**config.mk**
```make
export PLATFORM = sky130hd
export DESIGN_NAME = irq_csr_bank
export DESIGN_NICKNAME = d
export VERILOG_FILES = /design/src/rtl/irq_csr_pkg.sv /design/src/rtl/irq_intr_regs.sv /design/src/rtl/irq_exc_deleg.sv /design/src/rtl/irq_tvec_reg.sv /design/src/rtl/irq_csr_bank.sv
export SDC_FILE = /design/constraint.sdc
export NUM_CORES = 1
export LEC_CHECK = 0
export ABC_CLOCK_PERIOD_IN_PS = 2000
export CAP_MARGIN = 20
export CELL_PAD_IN_SITES_DETAIL_PLACEMENT = 2
export CELL_PAD_IN_SITES_GLOBAL_PLACEMENT = 2
export CORE_ASPECT_RATIO = 1.4
export CORE_MARGIN = 3
export CORE_UTILIZATION = 21
export CTS_BUF_LIST = sky130_fd_sc_hd__clkbuf_16
export CTS_CLUSTER_DIAMETER = 200
export DETAILED_ROUTE_END_ITERATION = 12
export HOLD_SLACK_MARGIN = 0.1
export PLACE_DENSITY_LB_ADDON = 0.1
export SYNTH_ARGS = -nofsm -noshare
export SYNTH_HDL_FRONTEND = slang
export SYNTH_SLANG_ARGS = --single-unit
```
**constraint.sdc**
```tcl
create_clock -name clk_i -period 2 [get_ports clk_i]
set_input_delay 0.5 -clock clk_i [delete_from_list [all_inputs] [get_ports clk_i]]
set_output_delay 0.5 -clock clk_i [all_outputs]
set_load 0.005 [all_outputs]
```
**src/rtl/irq_csr_pkg.sv**
```systemverilog
package irq_csr_pkg;
  typedef enum logic [3:0] {
    SEL_MIE     = 4'd0,
    SEL_MIP     = 4'd1,
    SEL_MIDELEG = 4'd2,
    SEL_SIE     = 4'd3,
    SEL_SIP     = 4'd4,
    SEL_MEDELEG = 4'd5,
    SEL_MTVEC   = 4'd6,
    SEL_STVEC   = 4'd7
  } csr_sel_e;

  localparam int unsigned BIT_USIP = 0;
  localparam int unsigned BIT_SSIP = 1;
  localparam int unsigned BIT_MSIP = 3;
  localparam int unsigned BIT_STIP = 5;
  localparam int unsigned BIT_MTIP = 7;
  localparam int unsigned BIT_UEIP = 8;
  localparam int unsigned BIT_SEIP = 9;
  localparam int unsigned BIT_MEIP = 11;

  localparam int unsigned MASK_W   = 16;
  localparam int unsigned NUM_TVEC = 2;

  localparam logic [MASK_W-1:0] IRQ_S_SET =
    (16'd1 << BIT_SSIP) | (16'd1 << BIT_STIP) | (16'd1 << BIT_SEIP);
  localparam logic [MASK_W-1:0] IRQ_M_SET =
    (16'd1 << BIT_MSIP) | (16'd1 << BIT_MTIP) | (16'd1 << BIT_MEIP);
  localparam logic [MASK_W-1:0] IRQ_ALL_SET = IRQ_S_SET | IRQ_M_SET;
  localparam logic [MASK_W-1:0] SIP_SW_SET =
    (16'd1 << BIT_SSIP) | (16'd1 << BIT_USIP) | (16'd1 << BIT_UEIP);
  // causes 0..13 and 15; 14 is reserved
  localparam logic [MASK_W-1:0] EXC_DELEG_SET =
    ((16'd1 << 14) - 16'd1) | (16'd1 << 15);
endpackage

```
**src/rtl/irq_intr_regs.sv**
```systemverilog
module irq_intr_regs
  import irq_csr_pkg::*;
#(
  parameter int unsigned XLEN = 32
) (
  input  logic            clk_i,
  input  logic            rst_ni,
  input  logic            req_i,
  input  csr_sel_e        sel_i,
  input  logic [XLEN-1:0] wdata_i,
  input  logic [XLEN-1:0] wmask_i,
  input  logic [XLEN-1:0] hw_pend_i,
  input  logic [XLEN-1:0] claim_i,
  output logic [XLEN-1:0] mie_o,
  output logic [XLEN-1:0] mip_o,
  output logic [XLEN-1:0] mideleg_o
);
  localparam logic [XLEN-1:0] DELEG_M = XLEN'(IRQ_S_SET);
  localparam logic [XLEN-1:0] ALL_M   = XLEN'(IRQ_ALL_SET);
  localparam logic [XLEN-1:0] SWR_M   = XLEN'(SIP_SW_SET);

  logic [XLEN-1:0] mie_q, mip_q, mideleg_q;
  logic [XLEN-1:0] mie_d, mip_d, mideleg_d;
  logic [XLEN-1:0] sw_pmask, mip_sw, s_merged, sie_new;

  always_comb begin
    mie_d     = mie_q;
    mideleg_d = mideleg_q;
    sw_pmask  = '0;
    s_merged  = ((mie_q & mideleg_q) & ~wmask_i) | (wdata_i & wmask_i);
    sie_new   = (mie_q & ~mideleg_q) | (s_merged & mideleg_q);
    if (req_i) begin
      case (sel_i)
        SEL_MIE: mie_d = (mie_q & ~ALL_M) |
                         (((mie_q & ~wmask_i) | (wdata_i & wmask_i)) & ALL_M);
        SEL_MIDELEG: mideleg_d = (mideleg_q & ~DELEG_M) |
                         (((mideleg_q & ~wmask_i) | (wdata_i & wmask_i)) & DELEG_M);
        SEL_SIE: mie_d = (mie_q & ~ALL_M) | (sie_new & ALL_M);
        SEL_MIP: sw_pmask = wmask_i & DELEG_M & ~claim_i;
        SEL_SIP: sw_pmask = wmask_i & mideleg_q & SWR_M & DELEG_M & ~claim_i;
        default: ;
      endcase
    end
    mip_sw = (mip_q & ~sw_pmask) | (wdata_i & sw_pmask);
    // hardware owns claimed bits, software loses same-cycle races
    mip_d  = (mip_sw & ~claim_i) | (hw_pend_i & claim_i);
  end

  always_ff @(posedge clk_i or negedge rst_ni) begin
    if (!rst_ni) begin
      mie_q     <= '0;
      mip_q     <= '0;
      mideleg_q <= '0;
    end else begin
      mie_q     <= mie_d;
      mip_q     <= mip_d;
      mideleg_q <= mideleg_d;
    end
  end

  assign mie_o     = mie_q;
  assign mip_o     = mip_q;
  assign mideleg_o = mideleg_q;
endmodule

```
**src/rtl/irq_exc_deleg.sv**
```systemverilog
module irq_exc_deleg
  import irq_csr_pkg::*;
#(
  parameter int unsigned XLEN = 32
) (
  input  logic            clk_i,
  input  logic            rst_ni,
  input  logic            wr_en_i,
  input  logic [XLEN-1:0] wdata_i,
  input  logic [XLEN-1:0] wmask_i,
  output logic [XLEN-1:0] q_o
);
  localparam logic [XLEN-1:0] EXC_M = XLEN'(EXC_DELEG_SET);

  logic [XLEN-1:0] q;
  logic [XLEN-1:0] merged;

  assign merged = (q & ~wmask_i) | (wdata_i & wmask_i);

  always_ff @(posedge clk_i or negedge rst_ni) begin
    if (!rst_ni)      q <= '0;
    else if (wr_en_i) q <= (q & ~EXC_M) | (merged & EXC_M);
  end

  assign q_o = q;
endmodule

```
**src/rtl/irq_tvec_reg.sv**
```systemverilog
module irq_tvec_reg #(
  parameter int unsigned XLEN = 32
) (
  input  logic            clk_i,
  input  logic            rst_ni,
  input  logic            wr_en_i,
  input  logic [XLEN-1:0] wdata_i,
  input  logic [XLEN-1:0] wmask_i,
  output logic [XLEN-1:0] q_o
);
  logic [XLEN-1:0] q;
  logic [XLEN-1:0] merged;
  logic            mode_ok;

  assign merged  = (q & ~wmask_i) | (wdata_i & wmask_i);
  assign mode_ok = merged[1:0] < 2'd2;

  always_ff @(posedge clk_i or negedge rst_ni) begin
    if (!rst_ni)                 q <= '0;
    else if (wr_en_i && mode_ok) q <= merged;
  end

  assign q_o = q;
endmodule

```
**src/rtl/irq_csr_bank.sv**
```systemverilog
module irq_csr_bank
  import irq_csr_pkg::*;
#(
  parameter int unsigned XLEN = 32
) (
  input  logic            clk_i,
  input  logic            rst_ni,
  input  logic            req_i,
  input  logic [3:0]      sel_i,
  input  logic [XLEN-1:0] wdata_i,
  input  logic [XLEN-1:0] wmask_i,
  output logic [XLEN-1:0] rdata_o,
  input  logic [XLEN-1:0] hw_pend_i,
  input  logic [XLEN-1:0] claim_i,
  output logic [XLEN-1:0] mie_o,
  output logic [XLEN-1:0] mip_o,
  output logic [XLEN-1:0] mideleg_o,
  output logic [XLEN-1:0] medeleg_o,
  output logic [XLEN-1:0] mtvec_o,
  output logic [XLEN-1:0] stvec_o
);
  csr_sel_e        sel;
  logic [XLEN-1:0] tvec_q [NUM_TVEC];

  assign sel = csr_sel_e'(sel_i);

  irq_intr_regs #(.XLEN(XLEN)) u_intr (
    .clk_i     (clk_i),
    .rst_ni    (rst_ni),
    .req_i     (req_i),
    .sel_i     (sel),
    .wdata_i   (wdata_i),
    .wmask_i   (wmask_i),
    .hw_pend_i (hw_pend_i),
    .claim_i   (claim_i),
    .mie_o     (mie_o),
    .mip_o     (mip_o),
    .mideleg_o (mideleg_o)
  );

  irq_exc_deleg #(.XLEN(XLEN)) u_exc (
    .clk_i   (clk_i),
    .rst_ni  (rst_ni),
    .wr_en_i (req_i && (sel == SEL_MEDELEG)),
    .wdata_i (wdata_i),
    .wmask_i (wmask_i),
    .q_o     (medeleg_o)
  );

  for (genvar g = 0; g < NUM_TVEC; g++) begin : g_tvec
    localparam csr_sel_e MY_SEL = (g == 0) ? SEL_MTVEC : SEL_STVEC;
    irq_tvec_reg #(.XLEN(XLEN)) u_tvec (
      .clk_i   (clk_i),
      .rst_ni  (rst_ni),
      .wr_en_i (req_i && (sel == MY_SEL)),
      .wdata_i (wdata_i),
      .wmask_i (wmask_i),
      .q_o     (tvec_q[g])
    );
  end

  assign mtvec_o = tvec_q[0];
  assign stvec_o = tvec_q[1];

  always_comb begin
    case (sel)
      SEL_MIE:     rdata_o = mie_o;
      SEL_MIP:     rdata_o = mip_o;
      SEL_MIDELEG: rdata_o = mideleg_o;
      SEL_SIE:     rdata_o = mie_o & mideleg_o;
      SEL_SIP:     rdata_o = mip_o & mideleg_o;
      SEL_MEDELEG: rdata_o = medeleg_o;
      SEL_MTVEC:   rdata_o = tvec_q[0];
      SEL_STVEC:   rdata_o = tvec_q[1];
      default:     rdata_o = '0;
    endcase
  end
endmodule

```
### Word level (Yosys, flattened, before mapping)

Index checks and enable logic that the tools add are counted.

| storage, ports and cells | value |
|---|---|
| output and inout port bits | 224 |
| register bits | 192 |
| input bits | 135 |
| logic and storage cells | 63 |

| operators by class | value |
|---|---|
| magnitude comparators | 2 |
| reduce and logical (&&, ||, !) cells | 9 |
| eq/ne operators | 7 |
| mux-type cells | 4 |
| bitwise logic cells | 35 |

Operator list:

| operator | number |
|---|---|
| AND 32 bit | 9 |
| one-hot mux 32 bit (8 select lines) | 1 |
| bitwise OR 32 bit | 4 |
| one-hot mux 32 bit (2 select lines) | 2 |
| NOT 32 bit | 3 |
| bitwise OR 32 x 12 -> 32 bit | 2 |
| AND 12 bit | 4 |
| bitwise OR 12 bit | 3 |
| AND 10 x 32 -> 32 bit | 1 |
| AND 2 x 32 -> 32 bit | 1 |
| 2-to-1 mux 32 bit | 1 |
| bitwise OR 32 x 10 -> 32 bit | 1 |
| bitwise OR 32 x 16 -> 32 bit | 1 |
| AND 16 bit | 1 |
| == test 4 x 3 -> 1 bit (second input constant) | 4 |
| bitwise OR 16 bit | 1 |
| NOT 12 bit | 1 |
| AND 10 bit | 1 |
| bitwise OR 10 bit | 1 |
| == test 4 x 2 -> 1 bit (second input constant) | 2 |
| logical AND 1 bit | 5 |
| == test 4 x 1 -> 1 bit (second input constant) | 1 |
| logical NOT 4 bit | 1 |
| < comparator 2 bit (second input constant) | 2 |
| 3 further kinds | 4 |

### Longest topological paths before layout

Gate-level depths: netlist of run 1.

| depth | value |
|---|---|
| depth after elaboration | 9 |
| gate-level depth with buffers | 8 |
| depth with buffers taken out | 4 |

### By module

From an unflattened synthesis of run 1, not the netlist that was laid out.

| unflattened totals | value |
|---|---|
| cells, all modules | 742 |
| area total of the unflattened synthesis | 8002.7 um^2 |

Modules (own cells, without submodules):

| module | times used | seq. area each (um^2) | cells each | area each (um^2) |
|---|---|---|---|---|
| irq_tvec_reg | 2 | 800.8 | 103 | 1497.7 |
| irq_csr_bank | 1 | 0.0 | 309 | 2152.1 |
| irq_intr_regs | 1 | 1026.0 | 163 | 2074.5 |
| irq_exc_deleg | 1 | 375.4 | 64 | 780.7 |

### Worst setup path after synthesis of run 1

No wires, ideal clock.

| path | value |
|---|---|
| path kind | input-to-output |
| start | input port sel_i[1] |
| end | output port rdata_o[14] |
| slack | -0.111 ns |
| data arrival time | 1.611 ns |
| path buffers | 3 |
| stages on the path | 7 |
| data required time | 1.500 ns |
| cells stage by stage | and2b_1 buf_2 and2_1 clkbuf_1 buf_2 a222oi_1 inv_1 |

| on the way | value |
|---|---|
| cells in the longest elaborated chain, start to end | 2 |
| elaborated cells between the ends (all ways) | 9 |
| classes of those cells | 7 x eq/ne; 1 x mux; 1 x reduce/logical |

RTL lines:

| item | line | text |
|---|---|---|
| start: declaration | irq_csr_bank.sv:9 | `input logic [3:0] sel_i,` |
| == test 4 x 3 -> 1 bit, or another cell as far along | irq_csr_bank.sv:66 | `case (sel)` |
| one-hot mux 32 bit (8 select lines) * | irq_csr_bank.sv:66 |  |
| end: declaration | irq_csr_bank.sv:12 | `output logic [XLEN-1:0] rdata_o,` |

Every way passes the cells marked *; elsewhere a longest branch is shown, timed or not.

### Final worst setup path of run 1

| path | value |
|---|---|
| start | input port sel_i[2] |
| end | output port rdata_o[2] |

The elaborated chain is that of the path after synthesis.

==> results of run 1 <==
how the worst max path moves through the flow:
| stage | slack (ps) | from | endpoint | cells past startpoint |
|---|---|---|---|---|
| final | -200 | sel_i[2] | rdata_o[2] | 7 |
| after global routing | -280 | sel_i[1] | rdata_o[30] | 8 |
| after CTS | -220 | sel_i[2] | rdata_o[26] | 7 |
| after detailed placement | -1010 | sel_i[0] | rdata_o[1] | 6 |
| after global placement | -960 | sel_i[0] | rdata_o[1] | 6 |
| after floorplan | -60 | sel_i[1] | rdata_o[14] | 7 |
timing repair:
item	in CTS	in global routing
endpoints found under the setup margin	67	35
setup buffers	19	5
resized for setup	191	29
pin swaps	36	19
endpoints found under the hold margin	3	0
hold buffers	1	0
gates cloned	5	0
per-layer routing:
metal	share of wire (%)	global-route usage [%]	up-vias
met5	0	0	-
met4	0.98	3.53	0
met3	6.5	4.49	18
met2	53	31.7	242
met1	39	19.3	2895
li1	-	-	2562
metrics by stage:
step                TNS [ps]  hold slack [ps]  setup WS (ps)
finish                 -4820              450           -197
global route           -6800              439           -275
CTS                    -4480              420           -219
detailed placement    -72390              329          -1010
global placement      -68490              328           -961
floorplan               -295              204          -57.2
worst reg2reg max path, cell delays in order (launching register included):
cell       delay (ps)
dfrtp_1           410
and3b_1           210
o2111ai_1         310
mux2_2            390
mux2_2            260
cell type report:
type	instances	area, µm²	share of cell area, %
Clock inverter	15	186	1.71
Multi-Input combinational cell	398	3190	29.2
Clock buffer	17	425	3.89
Inverter	18	67.6	0.618
Tap cell	385	482	4.41
Sequential cell	120	3010	27.5
Timing Repair Buffer	362	3580	32.7
logic make-up after synthesis:
family                 after synthesis  synth area share [%]
and+or+nand+nor                    136                  9.50
muxes                              135                  25.2
DFF                                120                  45.9
buffers and inverters              118                  12.3
AOI/OAI and AO/OA                   53                  7.03
other                                1                0.0573
Yosys cell counts (3+ instances only):
cell type and count:
mux2_2 63, nor2_1 13, mux2_1 18, clkbuf_1 8
mux2_4 40, a222oi_1 17, nand3_1 8, nand2_1 85
nand2b_1 3, buf_4 77, buf_2 7, o21ai_0 4
dfrtp_1 120, nor2b_1 8, a221o_1 9, buf_6 7
inv_1 18, mux2i_1 14, and3_1 5, a22oi_1 4
where the power goes:
part	leakage, µW	switching [µW]	internal, µW
clock network	0.000304	1200	2070
registers	0.00151	386	2820
logic	0.00321	744	1470
total	0.00503	2330	6350
cells in the final DEF (no fill, tap or decap), types with 3 or more instances in the layout:
master,count
and2_4,4
nand2_1,84
nand3_1,7
dfrtp_1,118
buf_6,11
buf_4,48
o21ai_1,4
buf_8,3
buf_2,30
nor2_2,6
clkdlybuf4s50_1,244
mux2_2,63
buf_16,3
inv_1,21
nor2_1,5
nor2b_1,5
clkbuf_16,17
bufinv_16,4
conb_1,72
nor2b_4,3
buf_12,15
a222oi_1,17
dlygate4sd2_1,3
mux2_1,18
a221o_1,9
and3_1,3
a22oi_2,3
mux2i_1,12
mux2_4,40
flip-flops by register name, indices dropped and copies added (netlist names):
| signal | flops |
|---|---|
| u_intr.mip_o | 32 |
| u_intr.mideleg_o | 3 |
| g_tvec.u_tvec.q_o | 64 |
| u_intr.mie_o | 6 |
| u_exc.q_o | 15 |
==> results.cfg, run 1 <==
[synthesis]
ys_top_cells_by_area = dfrtp_1, mux2_2, mux2_4
synth_ff_type = dfrtp_1
ys_async_sr_fraction_pct = 100
ys_warn_count = 0
synth_cell_type_count = 44
synth_edf_count = 0
syn_inst = 563
syn_avg_cell_area_um2 = 11.6
synthDominantCellAreaShare_pct = 45.9
ys_ff_latch = 120
synth-seq-area-share_pct = 45.9
synth_area_um2 = 6550
yosysTopAreaCell = dfrtp_1

[timing]
fin_skew_ps = 8.71
postLayoutSetupSlackWorst_ps = -197
setup_viol = 32
fmax_mhz = 455
rsz0062_at_grt = true
timing.final.crit_share_pct = 110
hold_viol = 0
drv_slew = 0
min_period_ps = 2200

[job]
maxCapViolCount = 0

[floorplanning]
die_x_um = 155
die_area_um2 = 33400
coreArea_um2 = 30300
initial_utilization_pct = 21.6
rows = 75
io_pins = 359
die_h_um = 215

[setup_path]
reg2regPathDepth = 4
path_cells = buf_12 > and4bb_4 > buf_12 > buf_16 > buf_4 > a221o_1 > buf_2
worstPathArrival_ps = 1700
crit_family = buffers and inverters
cp_data_required_time_ps = 1500
cp-end-kind = output pin
cp.buffers_inverters = 5
timing.rr.end = u_intr.mip_o[1]
timing.rr.start = u_intr.mideleg_o[1]
critPathSlowestCell = a221o_1
cp_common_cell = buf_12
setup.worst_path.start_class = input pin
ff2ff_setup_slack_ps = 310
max_stage_delay_ps = 300
path_max_fanout = 7
critical_path_class = in -> out

[place]
placed_area_um2 = 9910
dp_hpwl_mm = 21.3
place_congestion = 0.797
io_buffers = 286
dpl.cell_count = 1253

[cts]
clk_latency_ps = 420
clockRootBuffer = clkbuf_16
cts_tree = yes
clock_sinks = 120
clk_pin_slew_ps = 60
cts_max_level = 4
cts_buffers = 17
ctsLongestPathBuffers = 2

[finish]
diodes = 0
stdcell_count = 1315
drive_above_1_share_pct = 30.8
utilization_pct = 36.1
stdcell_area_um2 = 10900
area_delta_synth_final_pct = 67.0
nets = 1052
fillers = 3197

[power]
power_density_nw_per_um2 = 794
leakage_uw = 0.00503
vdd_drop_max_uv = 486
p_total_uw = 8680

[detailed_routing]
vias_per_cell = 4.35
routed_wl_mm = 29.0
drt_iter0_markers = 153
antenna_left = 0
wl_per_cell_um = 22.0
drc = 0
vias = 5717
drt_first_pass_iters = 5

[grt]
antenna_found_initial = 0
grt_overflow = 0
grt_pass1_wl_mm = 43.2
grt_max_degree = 55
grt_pass1_vias = 6604
grtUsageTotal_pct = 17.0

[hold_path]
hold_class = in -> async

[outcome]
violations = setup timing
outcome = complete, but fails checks
Note: power is estimated with default switching activity, not from simulation.
==> inputs of run 2 (changes only) <==
CTS_CLUSTER_SIZE = 30   (was unset)
==> results of run 2 <==
No change in the layout: final DEF, timing and power equal those of run 1.
==> inputs of run 3 (changes only) <==
PLACE_DENSITY_LB_ADDON = 0.08   (was 0.1)
==> run 3 against run 2 <==
Compared with the run above:
- the run still ends with setup timing left
- combinational power is 5% higher
- fmax is 0.34% lower
- core utilization is 0.77 points higher
- critical path depth is 1 higher
- cell count is 0.76% higher
- non-clock buffer count is 11 higher
- sequential share of layout area is 0.59 points lower
- setup slack worse by 7.5 ps
- critical endpoint is now rdata_o[24]
- sequential cell count stayed put
- global-route usage hardly changed
- routed wire length is 0.31% higher
- largest cell class unchanged
==> results.cfg, run 3 (synthesis gave the netlist of run 1 again) <==
[outcome]
outcome = complete, but fails checks
violations = setup timing

[floorplanning]
coreArea_um2 = 30300
die_area_um2 = 33400
die_x_um = 155
initial_utilization_pct = 21.6
io_pins = 359
rows = 75
die_h_um = 215

[timing]
rsz0062_at_grt = true
timing.final.crit_share_pct = 110
drv_slew = 0
hold_viol = 0
setup_viol = 32
postLayoutSetupSlackWorst_ps = -204
min_period_ps = 2200
fmax_mhz = 454
fin_skew_ps = 8.41

[cts]
ctsLongestPathBuffers = 2
cts_max_level = 4
clockRootBuffer = clkbuf_16
cts_buffers = 17
clock_sinks = 120
clk_latency_ps = 420
clk_pin_slew_ps = 50
cts_tree = yes

[detailed_routing]
vias_per_cell = 4.32
drc = 0
antenna_left = 0
wl_per_cell_um = 21.9
drt_iter0_markers = 227
drt_first_pass_iters = 5
routed_wl_mm = 29.0
vias = 5729

[place]
dpl.cell_count = 1265
dp_hpwl_mm = 21.9
io_buffers = 286
place_congestion = 0.777

[grt]
grt_util_met3_pct = 3.34
use_met1_pct = 19.4
antenna_found_initial = 0
grtUsageMet2_pct = 32.2
grt_overflow = 0
grt_pass1_vias = 6629
grt_pass1_wl_mm = 42.8
grtUsageTotal_pct = 16.9
grt_max_degree = 34
top_usage_layer = met2

[setup_path]
reg2regPathDepth = 4
critical_path_class = in -> out
path_max_fanout = 5
timing.rr.start = u_intr.mideleg_o[9]
cp_data_required_time_ps = 1500
ff2ff_setup_slack_ps = 360
endpoint = rdata_o[24]
setup.worst_path.start_class = input pin
timing.rr.end = u_intr.mie_o[9]
worstPathArrival_ps = 1700
crit_start = sel_i[1]
cp-end-kind = output pin

[finish]
utilization_pct = 36.8
largest_register_ffs = 64
area_delta_synth_final_pct = 70.5
most-common-layout-cells = clkdlybuf4s50_1, dfrtp_1, nand2_1
nets = 1062
stdcell_count = 1325
final_common_cell = clkdlybuf4s50_1
fillers = 3191
diodes = 0
drive_above_1_share_pct = 31.8

[hold_path]
hold_class = reg -> reg
worstHoldStart = g_tvec[1].u_tvec.q_o[18]
hold_path_depth = 1

[power]
power_density_nw_per_um2 = 783
p_total_uw = 8750
leakage_uw = 0.00508
vdd_drop_max_uv = 488

[job]
maxCapViolCount = 0
==> run 3: changes by cell type in the layout (fill, tap and decap cells not counted), sizes merged, moves of 2 or more <==
cell / delta
buf: +13
clkinv: +2
dlygate4sd2: -2
clkbuf: -2
inv: -3
==> run 3: per-stage QoR <==
stage          area [µm²]  setup slack, ps  hold WS (ps)  setup TNS [ps]
2_1_floorplan        6880            -57.2           204            -295
3_3_place_gp        10000             -973           467          -64720
3_5_place_dp        10000             -998           472          -69630
4_1_cts             11000             -249           542           -5440
5_1_grt             11200             -307           561           -6660
6_report            11200             -204           541           -4630
==> run 3: routing by layer <==
layer | up-vias | part of all wire (%)
li1 | 2574 | -
met1 | 2917 | 39
met5 | - | 0
met4 | 0 | 1.0
met2 | 223 | 54
met3 | 15 | 5.3
==> run 3: worst min path at each step <==
stage	slack, ps	endpoint
floorplan	200	g_tvec[0].u_tvec.q_o[0]
global placement	470	u_intr.mip_o[29]
detailed placement	470	g_tvec[1].u_tvec.q_o[24]
CTS	540	g_tvec[0].u_tvec.q_o[25]
global route	560	u_intr.mip_o[0]
finish	540	g_tvec[1].u_tvec.q_o[18]
==> run 3: report_power, final <==
| group | switching, µW | total [µW] | internal, µW |
|---|---|---|---|
| clock | 1160 | 3220 | 2060 |
| sequential | 404 | 3220 | 2810 |
| combinational | 773 | 2310 | 1530 |
==> run 3: cell type report <==
class                      instances  area [µm²]  area share, %
clock buffer                      17         425           3.81
clock inverter                    15         185           1.66
inverter                          18        67.6          0.605
multi-input combinational        397        3290           29.4
sequential                       120        3000           26.9
tap                              385         482           4.31
timing repair buffer             373        3710           33.3
==> run 3: worst max-delay path, cell delays in order <==
cell and delay [ps]:
buf_8 90, and2b_4 190, and2_4 190, buf_12 140, buf_6 100, a222oi_1 280, inv_1 70, buf_2 140
==> run 3: timing repair <==
action | CTS | global route
pin swaps | 33 | 23
hold buffers | 1 | 0
gates resized for setup | 211 | 33
endpoints found under the setup margin | 81 | 71
endpoints found under the hold margin | 21 | 0
setup buffers | 22 | 5
gates cloned | 4 | 0
